`src/rtl/vtp_seq_pkg.sv`:
```
package vtp_seq_pkg;
   typedef enum logic [1:0] {
      ACT_HOLD    = 2'd0,
      ACT_RESTART = 2'd1,
      ACT_ADVANCE = 2'd2
   } vtp_act_e;
endpackage

```
`src/rtl/vtp_prescale.sv`:
```
module vtp_prescale #(
   parameter int LEN_W    = 10,
   parameter bit HAS_MULT = 1'b1
) (
   input  logic             clk,
   input  logic             rst_n,
   input  logic             clear,
   input  logic             adv,
   input  logic             mult_en,
   input  logic [LEN_W-1:0] len,
   output logic [LEN_W-1:0] pre,
   output logic             last
);
   generate
      if (HAS_MULT) begin : g_scaled
         logic [LEN_W-1:0] pre_q;
         logic [LEN_W-1:0] eff_last;
         // a zero length divides by one, as does normal mode
         assign eff_last = (mult_en && (len != '0)) ? (len - 1'b1) : '0;
         assign last     = (pre_q == eff_last);
         assign pre      = pre_q;
         always_ff @(posedge clk or negedge rst_n) begin
            if (!rst_n)      pre_q <= '0;
            else if (clear)  pre_q <= '0;
            else if (adv)    pre_q <= last ? '0 : pre_q + 1'b1;
         end
      end else begin : g_plain
         assign pre  = '0;
         assign last = 1'b1;
      end
   endgenerate
endmodule

```
`src/rtl/vtp_stepper.sv`:
```
module vtp_stepper #(
   parameter int POS_W = 12
) (
   input  logic             clk,
   input  logic             rst_n,
   input  logic             clear,
   input  logic             adv,
   input  logic [POS_W-1:0] rep,
   output logic [POS_W-1:0] step,
   output logic             at_rep
);
   logic [POS_W-1:0] step_q;
   assign step   = step_q;
   assign at_rep = (step_q == rep);
   always_ff @(posedge clk or negedge rst_n) begin
      if (!rst_n)      step_q <= '0;
      else if (clear)  step_q <= '0;
      else if (adv)    step_q <= at_rep ? '0 : step_q + 1'b1;
   end
endmodule

```
`src/rtl/vtp_match.sv`:
```
module vtp_match #(
   parameter int POS_W = 12,
   parameter int NTOG  = 3,
   parameter int CNT_W = 2
) (
   input  logic [POS_W-1:0]      cand,
   input  logic [NTOG*POS_W-1:0] tog_flat,
   input  logic [CNT_W-1:0]      tog_num,
   output logic                  hit
);
   logic [NTOG-1:0] slot_hit;
   generate
      for (genvar i = 0; i < NTOG; i++) begin : g_slot
         assign slot_hit[i] = (i < int'(tog_num)) &&
                              (tog_flat[i*POS_W +: POS_W] == cand);
      end
   endgenerate
   // equal slots merge into a single inversion
   assign hit = |slot_hit;
endmodule

```
`src/rtl/vtp_seq.sv`:
```
module vtp_seq
   import vtp_seq_pkg::*;
#(
   parameter int POS_W    = 12,
   parameter int LEN_W    = 10,
   parameter int NTOG     = 3,
   parameter bit HAS_MULT = 1'b1,
   localparam int CNT_W   = $clog2(NTOG + 1)
) (
   input  logic                  clk,
   input  logic                  rst_n,
   input  logic                  line_strobe,
   input  logic                  cfg_start_pol,
   input  logic [NTOG*POS_W-1:0] cfg_tog_flat,
   input  logic [CNT_W-1:0]      cfg_tog_num,
   input  logic [LEN_W-1:0]      cfg_len,
   input  logic [POS_W-1:0]      cfg_rep,
   input  logic                  cfg_mult_en,
   input  logic                  cfg_sweep_en,
   output logic                  vout
);
   generate
      if (POS_W < 2 || POS_W > 24) begin : g_bad_pos
         $error("vtp_seq: POS_W out of range");
      end
      if (LEN_W < 1 || LEN_W > 16) begin : g_bad_len
         $error("vtp_seq: LEN_W out of range");
      end
      if (NTOG < 1 || NTOG > 8) begin : g_bad_ntog
         $error("vtp_seq: NTOG out of range");
      end
   endgenerate

   vtp_act_e         act;
   logic             run_q, vout_q;
   logic             restart, adv;
   logic [LEN_W-1:0] pre;
   logic             pre_last;
   logic [POS_W-1:0] step, step_inc;
   logic             at_rep, hit, fire, wrap;

   always_comb begin
      if (line_strobe && (!run_q || !cfg_sweep_en)) act = ACT_RESTART;
      else if (run_q)                               act = ACT_ADVANCE;
      else                                          act = ACT_HOLD;
   end
   assign restart = (act == ACT_RESTART);
   assign adv     = (act == ACT_ADVANCE);

   vtp_prescale #(.LEN_W(LEN_W), .HAS_MULT(HAS_MULT)) u_pre (
      .clk(clk), .rst_n(rst_n), .clear(restart), .adv(adv),
      .mult_en(cfg_mult_en), .len(cfg_len), .pre(pre), .last(pre_last)
   );

   vtp_stepper #(.POS_W(POS_W)) u_step (
      .clk(clk), .rst_n(rst_n), .clear(restart), .adv(adv && pre_last),
      .rep(cfg_rep), .step(step), .at_rep(at_rep)
   );

   // compare against the step about to be entered so the edge is registered
   assign step_inc = step + 1'b1;

   vtp_match #(.POS_W(POS_W), .NTOG(NTOG), .CNT_W(CNT_W)) u_match (
      .cand(step_inc), .tog_flat(cfg_tog_flat), .tog_num(cfg_tog_num), .hit(hit)
   );

   assign wrap = adv && pre_last && at_rep;
   assign fire = adv && pre_last && !at_rep && hit;

   always_ff @(posedge clk or negedge rst_n) begin
      if (!rst_n) begin
         run_q  <= 1'b0;
         vout_q <= 1'b0;
      end else begin
         case (act)
            ACT_RESTART: begin
               run_q  <= 1'b1;
               vout_q <= cfg_start_pol;
            end
            ACT_ADVANCE: begin
               if (wrap)      vout_q <= cfg_start_pol;
               else if (fire) vout_q <= ~vout_q;
            end
            default: ;
         endcase
      end
   end
   assign vout = vout_q;
endmodule

```
`config.mk`:
```
export PLATFORM = sky130hd
export DESIGN_NAME = vtp_seq
export DESIGN_NICKNAME = d
export VERILOG_FILES = /design/src/rtl/vtp_seq_pkg.sv /design/src/rtl/vtp_prescale.sv /design/src/rtl/vtp_stepper.sv /design/src/rtl/vtp_match.sv /design/src/rtl/vtp_seq.sv
export SDC_FILE = /design/constraint.sdc
export NUM_CORES = 1
export LEC_CHECK = 0
export ABC_AREA = 1
export BUFFER_PORTS_ARGS = -buffer_cell sky130_fd_sc_hd__buf_2
export CAP_MARGIN = 20
export CELL_PAD_IN_SITES_DETAIL_PLACEMENT = 0
export CELL_PAD_IN_SITES_GLOBAL_PLACEMENT = 2
export CORE_ASPECT_RATIO = 1.5
export CORE_MARGIN = 3
export CORE_UTILIZATION = 31
export CTS_BUF_LIST = sky130_fd_sc_hd__clkbuf_4
export DETAILED_ROUTE_END_ITERATION = 6
export GPL_TIMING_DRIVEN = 0
export PLACE_DENSITY = 0.95
export SLEW_MARGIN = 20
export SYNTH_ARGS = -nofsm -noshare
export SYNTH_HDL_FRONTEND = slang
export SYNTH_SLANG_ARGS = --single-unit
```
`constraint.sdc`:
```
create_clock -name clk -period 3.6 [get_ports clk]
set_input_delay 0.18 -clock clk [delete_from_list [all_inputs] [get_ports clk]]
set_output_delay 0.18 -clock clk [all_outputs]
set_load 0.02 [all_outputs]
```
# Word-level counts from Yosys, hierarchy flattened

Index checks and enable logic that the tools add are counted.
W data, S select, Z words.

Word-level logic and storage cells: 49
Output and inout bits: 1
Bits of input ports: 66
Register bits: 24

Bitwise operators: 1
Order comparisons: 3
Reductions and logical operators: 18
Equal/unequal tests: 8
Add/sub/neg operators: 3
Multiplexer cells: 12

Operators by type and width:

| cell                    | number |
|---|---|
| $eq A12 B12 Y1          | 4 |
| $mux W10                | 4 |
| $mux W12                | 3 |
| $add A12 B1 Y12 const B | 1 |
| $add A10 B1 Y10 const B | 1 |
| $eq A10 B10 Y1          | 1 |
| $reduce_bool A10 Y1     | 1 |
| $sub A10 B1 Y10 const B | 1 |
| $logic_and A1 B1 Y1     | 9 |
| $lt A1 B2 Y1 const A    | 2 |
| $mux W2                 | 2 |
| $reduce_bool A2 Y1      | 2 |
| $logic_not A1 Y1        | 3 |
| $ne A3 B1 Y1 const B    | 1 |
| $reduce_or A3 Y1        | 1 |
| $eq A2 B1 Y1 const B    | 1 |
| $eq A2 B2 Y1 const B    | 1 |
| $lt A2 B2 Y1 const A    | 1 |
| $mux W1                 | 2 |
| $pmux W1 S2             | 1 |
| $reduce_and A2 Y1       | 1 |
| $logic_or A1 B1 Y1      | 1 |
| $not A1 Y1              | 1 |

# Depth between registers and ports, before layout

Word-level depth: 11
Gate-level depth with buffers: 18
Mapped depth without buffers: 18

# Cells and area by module

From an unflattened synthesis, not the netlist that was laid out.

Cells, all modules: 557
Area total of the unflattened synthesis: 3175.5 sq um

Modules (own cells, without submodules):

| module       | cells an instance | area an instance (sq um) | sequential area each (sq um) | times used |
|---|---|---|---|---|
| vtp_prescale | 192               | 1153.6                   | 250.2                        | 1 |
| vtp_stepper  | 131               | 942.2                    | 300.3                        | 1 |
| vtp_match    | 163               | 669.4                    | 0.0                          | 1 |
| vtp_seq      | 71                | 410.4                    | 50.0                         | 1 |

# Worst setup path before layout

OpenSTA, ideal clock, no wires.

Kind: reg-to-reg
Start point: reg u_step.step_q[1] (netlist: u_step.step[1])
End point: reg vout_q (netlist: vout)
Buffers on the path: 0
Path slack: 1781 ps
Period minus slack after synthesis: 1819 ps
Cell stages (with the launch flop): 19
Data required time: 3484 ps
Setup time: 116 ps
Arrival: 1703 ps
Cell sequence: dfrtp_1 -> ha_1 -> nand3_1 -> nor2_1 -> nand2_1 -> nand2_1 -> nand2_1 -> nand2_1 -> nand2_1 -> inv_1 -> nand2_1 -> nor2_1 -> nand3_1 -> nand2_1 -> inv_1 -> nand2_1 -> nand2_1 -> nand2_1 -> nand2_1

Cells in the longest elaborated chain, start to end: 7
Elaborated cells on any way between the ends: 17
Those cells by class: add/sub (1); eq/ne (5); mux (2); reduce/logical (9)

Ends and longest elaborated chain:

| item                        | RTL line          | text |
|---|---|---|
| start, declared             | vtp_stepper.sv:12 | `logic [POS_W-1:0] step_q;` |
| start signal, assigned      | vtp_stepper.sv:18 | `else if (adv) step_q <= at_rep ? '0 : step_q + 1'b1;` |
| $add A12 B1 Y12             | vtp_seq.sv:61     | `assign step_inc = step + 1'b1;` |
| $eq A12 B12 Y1              | vtp_match.sv:15   | `(tog_flat[i*POS_W +: POS_W] == cand);` |
| $logic_and A1 B1 Y1         | vtp_match.sv:14   | `assign slot_hit[i] = (i < int'(tog_num)) &&` |
| $reduce_or A3 Y1            | vtp_match.sv:19   | `assign hit = \|slot_hit;` |
| $logic_and A1 B1 Y1         | vtp_seq.sv:68     | `assign fire = adv && pre_last && !at_rep && hit;` |
| $ne A3 B1 Y1 (no line)      | -                 |  |
| $reduce_and A2 Y1 (no line) | -                 |  |
| end signal, assigned        | vtp_seq.sv:78     | `vout_q <= cfg_start_pol;` |
| end signal, assigned        | vtp_seq.sv:81     | `if (wrap) vout_q <= cfg_start_pol;` |
| end signal, assigned        | vtp_seq.sv:82     | `else if (fire) vout_q <= ~vout_q;` |
| end, declared               | vtp_seq.sv:35     | `logic run_q, vout_q;` |

Parallel ways exist; a longest one is shown, timed or not.
A chain may end at the register's enable or synchronous reset.

# Worst setup path in the final report

Ends and elaborated chain as after synthesis.

==> impl_results.html <==
<table>
<tr><th>Metric</th><th>Value</th></tr>
<tr><th colspan="2">Pwr</th></tr>
<tr><td>Switching Share</td><td>40.3%</td></tr>
<tr><td>Part of the power in registers</td><td>41.5%</td></tr>
<tr><td>Internal power</td><td>0.000487 W</td></tr>
<tr><td>Clock group share of total power</td><td>15.0%</td></tr>
<tr><td>Net Sw Power</td><td>0.000329 W</td></tr>
<tr><td>Peak VDD IR</td><td>0.000119 V</td></tr>
<tr><td>Combinational share of power</td><td>43.6%</td></tr>
<tr><td>Power per cell area</td><td>240 nW/um^2</td></tr>
<tr><td>Standby leakage power</td><td>1.72 nW</td></tr>
<tr><th colspan="2">Worst setup path</th></tr>
<tr><td>Critical register-to-register path endpoint</td><td>vout</td></tr>
<tr><td>CP Class</td><td>reg2reg</td></tr>
<tr><td>Required arrival time at the worst endpoint</td><td>3820 ps</td></tr>
<tr><td>Crit path arrival time</td><td>2500 ps</td></tr>
<tr><td>Kind of start point of the critical path</td><td>register</td></tr>
<tr><td>Flop-to-flop setup slack</td><td>1310 ps</td></tr>
<tr><td>CP max FO</td><td>5</td></tr>
<tr><td>FF-to-FF path depth</td><td>17</td></tr>
<tr><td>Reg-to-Reg Start</td><td>u_step.step[1]</td></tr>
<tr><td>Crit path capture type</td><td>register</td></tr>
<tr><th colspan="2">Floorplan</th></tr>
<tr><td>Die height</td><td>124 um</td></tr>
<tr><td>Placement Rows</td><td>42</td></tr>
<tr><td>Chip Width</td><td>84.9 um</td></tr>
<tr><td>Core Footprint</td><td>8990 um^2</td></tr>
<tr><td>Initial core utilization</td><td>32.2%</td></tr>
<tr><td>Area enclosed by the die boundary</td><td>10600 um^2</td></tr>
<tr><td>Number of placed I/O pins</td><td>67</td></tr>
<tr><th colspan="2">Worst hold path</th></tr>
<tr><td>Startpoint of the worst hold path</td><td>cfg_start_pol</td></tr>
<tr><td>Worst Hold Path EP</td><td>vout</td></tr>
<tr><td>Worst Hold Path Cells</td><td>5</td></tr>
<tr><td>Worst hold path type</td><td>in2reg</td></tr>
<tr><th colspan="2">CTS</th></tr>
<tr><td>Post-CTS clock slew at the launch and capture registers of the worst setup and hold paths</td><td>140 ps</td></tr>
<tr><td>Number of H-tree levels</td><td>1</td></tr>
<tr><td>Later-pin clock latency in the skew report</td><td>310 ps</td></tr>
<tr><td>Clock net sink count</td><td>24</td></tr>
<tr><td>Post-CTS Setup Repair Bufs</td><td>0</td></tr>
<tr><td>Number of gates resized after cts</td><td>0</td></tr>
<tr><td>TritonCTS clock tree</td><td>done</td></tr>
<tr><td>Maximum buffer depth of the clock tree</td><td>2</td></tr>
<tr><td>Cell at the root of the clock tree</td><td>sky130_fd_sc_hd__clkbuf_4</td></tr>
<tr><td>Total of hold buffers inserted after clock tree synthesis</td><td>1</td></tr>
<tr><td>Inserted Clock Buffers</td><td>3</td></tr>
<tr><th colspan="2">Cells and area</th></tr>
<tr><td>Area Growth Syn to Fin</td><td>17.5%</td></tr>
<tr><td>Post-layout net count</td><td>613</td></tr>
<tr><td>Total area of multi-input combinational cells</td><td>2000 um^2</td></tr>
<tr><td>Fraction of final layout cells sized beyond drive strength 1</td><td>20.3%</td></tr>
<tr><td>Post-Layout Inst Area</td><td>3400 um^2</td></tr>
<tr><td>Area used by sequential logic in the layout</td><td>601 um^2</td></tr>
<tr><td>Filler Cells Inserted</td><td>1000</td></tr>
<tr><th colspan="2">Place</th></tr>
<tr><td>Port buffer count</td><td>66</td></tr>
<tr><td>DP Wirelength</td><td>7130 um</td></tr>
<tr><td>Post-Place Cell Area</td><td>3360 um^2</td></tr>
<tr><td>Global placement routability congestion</td><td>0.888</td></tr>
<tr><th colspan="2">Synth</th></tr>
<tr><td>Number of synthesized register bits</td><td>24</td></tr>
<tr><td>Synth unique cells</td><td>34</td></tr>
<tr><td>Average cell area after synthesis</td><td>6.15 um^2</td></tr>
<tr><td>Count of yosys warnings during synthesis</td><td>0</td></tr>
<tr><td>Cell area after synthesis</td><td>2900 um^2</td></tr>
<tr><td>Count of mapped cells out of synthesis</td><td>471</td></tr>
<tr><td>Cell type with the highest aggregate area in the netlist</td><td>sky130_fd_sc_hd__dfrtp_1</td></tr>
<tr><td>Largest cells by area after synthesis</td><td>sky130_fd_sc_hd__dfrtp_1 21%, sky130_fd_sc_hd__nand2_1 20%, sky130_fd_sc_hd__nand3_1 9.7%</td></tr>
<tr><td>Mapped Nets</td><td>541</td></tr>
<tr><td>Share of synthesized area occupied by flip-flops and latches</td><td>20.7%</td></tr>
<tr><td>Fraction of synthesized cell area taken by the top area cell type</td><td>20.7%</td></tr>
<tr><th colspan="2">Global route</th></tr>
<tr><td>Initial antenna violation count</td><td>1</td></tr>
<tr><td>Maximum number of pins on one net before global-route repair</td><td>25</td></tr>
<tr><td>All-Layer GR Usage</td><td>15.9%</td></tr>
<tr><td>Wire length of the first global-routing pass</td><td>14000 um</td></tr>
<tr><td>Global-route congestion overflow total</td><td>0</td></tr>
<tr><td>Vias in the first global route</td><td>3097</td></tr>
<tr><th colspan="2">Timing</th></tr>
<tr><td>Final hold viol count</td><td>0</td></tr>
<tr><td>Final Critical Period</td><td>2290 ps</td></tr>
<tr><td>Worst Clk Skew</td><td>3.64 ps</td></tr>
<tr><td>Worst Max-Slew Pin Slew</td><td>568 ps</td></tr>
<tr><td>Total setup violations reported at the end of the flow</td><td>0</td></tr>
<tr><td>Final Cycle Share</td><td>63.5%</td></tr>
<tr><td>Sum Neg Setup Slack</td><td>0 ps</td></tr>
<tr><td>Final Slew Violations</td><td>0</td></tr>
<tr><td>RSZ-0062 raised after global routing</td><td>no</td></tr>
<tr><td>Worst hold slack</td><td>205 ps</td></tr>
<tr><td>Peak Freq</td><td>438 MHz</td></tr>
<tr><td>Slew headroom</td><td>62.2%</td></tr>
<tr><th colspan="2">Route</th></tr>
<tr><td>Per-cell routed wire length</td><td>12.7 um</td></tr>
<tr><td>Wire length reported by the detailed router</td><td>8300 um</td></tr>
<tr><td>Remaining design rule violation count</td><td>2</td></tr>
<tr><td>Overall via count from detail_route</td><td>3126</td></tr>
<tr><td>Number of iterations in the first detailed-routing pass</td><td>6</td></tr>
<tr><td>Number of nets with antenna violations after detailed routing</td><td>0</td></tr>
<tr><td>Starting DRC count in detailed routing</td><td>85</td></tr>
<tr><td>Routed via count divided by cell count</td><td>4.79</td></tr>
<tr><th colspan="2">Status</th></tr>
<tr><td>Failing checks</td><td>DRC</td></tr>
<tr><td>Result of the run</td><td>complete, but fails checks</td></tr>
<tr><th colspan="2">Run</th></tr>
<tr><td>Max Cap Violations</td><td>0</td></tr>
</table>
[flip-flops by register name, summed over array words and instances, names as in the netlist]
name         count
run_q            1
u_pre.pre       10
u_step.step     12
vout             1
[critical path: stages, from the launching register on]
cell and delay (ps):
sky130_fd_sc_hd__dfrtp_1 460, sky130_fd_sc_hd__ha_1 270, sky130_fd_sc_hd__nand3_1 130, sky130_fd_sc_hd__inv_1 100, sky130_fd_sc_hd__nand2_1 110, sky130_fd_sc_hd__nand2_1 110, sky130_fd_sc_hd__nand2_1 80, sky130_fd_sc_hd__nand3b_1 70
sky130_fd_sc_hd__nor2_1 240, sky130_fd_sc_hd__nand2_1 80, sky130_fd_sc_hd__nor2_1 110, sky130_fd_sc_hd__nand3_1 80, sky130_fd_sc_hd__nand2_1 90, sky130_fd_sc_hd__inv_1 50, sky130_fd_sc_hd__nand2_1 60, sky130_fd_sc_hd__nand2_1 50
sky130_fd_sc_hd__nand2_1 50, sky130_fd_sc_hd__nand2_1 50
[cell type report]
type	count	area share (%)
Tap cell	110	4.04
Multi-Input combinational cell	376	58.8
Inverter	64	7.06
Timing Repair Buffer	67	10.0
Sequential cell	24	17.6
Clock buffer	3	0.662
Buffer	7	1.62
Antenna cell	1	0.0735
Clock inverter	1	0.110
[synth_stat cells]
cell	n
sky130_fd_sc_hd__buf_6	3
sky130_fd_sc_hd__buf_4	1
sky130_fd_sc_hd__nand3_1	56
sky130_fd_sc_hd__nor3_1	6
sky130_fd_sc_hd__nor2_1	42
sky130_fd_sc_hd__dfrtp_1	24
sky130_fd_sc_hd__inv_1	63
sky130_fd_sc_hd__nor2_4	4
sky130_fd_sc_hd__nand2_4	2
sky130_fd_sc_hd__nand3_4	1
sky130_fd_sc_hd__nand4_1	13
sky130_fd_sc_hd__clkbuf_1	1
sky130_fd_sc_hd__nand3b_1	17
sky130_fd_sc_hd__o21bai_1	2
sky130_fd_sc_hd__nor3_2	1
sky130_fd_sc_hd__nand2_2	1
sky130_fd_sc_hd__nor4_1	1
sky130_fd_sc_hd__o21ai_0	8
sky130_fd_sc_hd__o21ai_1	3
sky130_fd_sc_hd__inv_2	1
sky130_fd_sc_hd__o22ai_2	10
sky130_fd_sc_hd__o22ai_1	8
sky130_fd_sc_hd__nand4_2	2
sky130_fd_sc_hd__xnor2_1	8
sky130_fd_sc_hd__a21oi_1	2
sky130_fd_sc_hd__o21ai_2	1
sky130_fd_sc_hd__ha_1	4
sky130_fd_sc_hd__nand2_1	156
sky130_fd_sc_hd__xor2_1	15
sky130_fd_sc_hd__nor2_2	6
sky130_fd_sc_hd__or2_2	4
sky130_fd_sc_hd__nor3b_1	1
sky130_fd_sc_hd__nand3_2	2
sky130_fd_sc_hd__buf_2	2
[placed cells by master, fill, tap and decap left out, types with 8 or more instances in the layout]
master                       n
sky130_fd_sc_hd__nand3b_1   17
sky130_fd_sc_hd__xor2_1     15
sky130_fd_sc_hd__inv_1      63
sky130_fd_sc_hd__o22ai_1     8
sky130_fd_sc_hd__nand3_1    56
sky130_fd_sc_hd__o22ai_2    10
sky130_fd_sc_hd__xnor2_1     8
sky130_fd_sc_hd__dfrtp_1    24
sky130_fd_sc_hd__nor2_1     42
sky130_fd_sc_hd__o21ai_0     8
sky130_fd_sc_hd__nand2_1   156
sky130_fd_sc_hd__nand4_1    13
sky130_fd_sc_hd__buf_2      68
[cells by family after synthesis]
| kind of cell | count (synthesis) | share of synthesized area, % |
|---|---|---|
| compound gates | 34 | 9.11 |
| xor+xnor | 23 | 6.95 |
| fa+ha+maj | 4 | 1.73 |
| buf+inv | 71 | 10.2 |
| flops | 24 | 20.7 |
| simple gates | 315 | 51.3 |
[power groups by stage]
| stage | clock, W | combinational (W) | sequential (W) |
|---|---|---|---|
| CTS | 0.000124 | 0.000362 | 0.000338 |
| floorplan | 0 | 0.000246 | 0.000337 |
| detailed placement | 0 | 0.000361 | 0.000343 |
| global placement | 0 | 0.000353 | 0.000342 |
| finish | 0.000122 | 0.000356 | 0.000339 |
| global route | 0.000132 | 0.000404 | 0.000344 |
[metal layers]
| layer | part of all wire [%] | wire length [um] | GRT usage (%) | vias to the layer above |
|---|---|---|---|---|
| met4 | 1.7 | 140 | 3.82 | 0 |
| met2 | 57 | 4700 | 32.2 | 49 |
| li1 | - | - | - | 1672 |
| met1 | 39 | 3250 | 17.4 | 1399 |
| met5 | 0 | 0 | 0 | - |
| met3 | 2.5 | 208 | 0.596 | 6 |
[per-stage QoR]
stage | instances | util [%] | setup WS [ps] | total power (W)
floorplan | 471 | - | 1780 | 0.000582
global placement | 647 | 37.4 | 1310 | 0.000695
detailed placement | 647 | 37.4 | 1290 | 0.000704
CTS | 652 | 37.8 | 1250 | 0.000824
global route | 653 | 37.9 | 958 | 0.000880
finish | 653 | 37.9 | 1310 | 0.000816
[worst max-delay path by stage]
| stage | start | endpoint | slack (ps) | cells after the start |
|---|---|---|---|---|
| 2_1_floorplan | u_step.step[1] | vout | 1780 | 18 |
| 3_3_place_gp | u_step.step[1] | vout | 1310 | 17 |
| 3_5_place_dp | u_step.step[1] | vout | 1290 | 17 |
| 4_1_cts | u_step.step[1] | vout | 1250 | 17 |
| 5_1_grt | u_step.step[1] | vout | 960 | 18 |
| 6_report | u_step.step[1] | vout | 1310 | 17 |
Power figures use the tool's default switching activity.
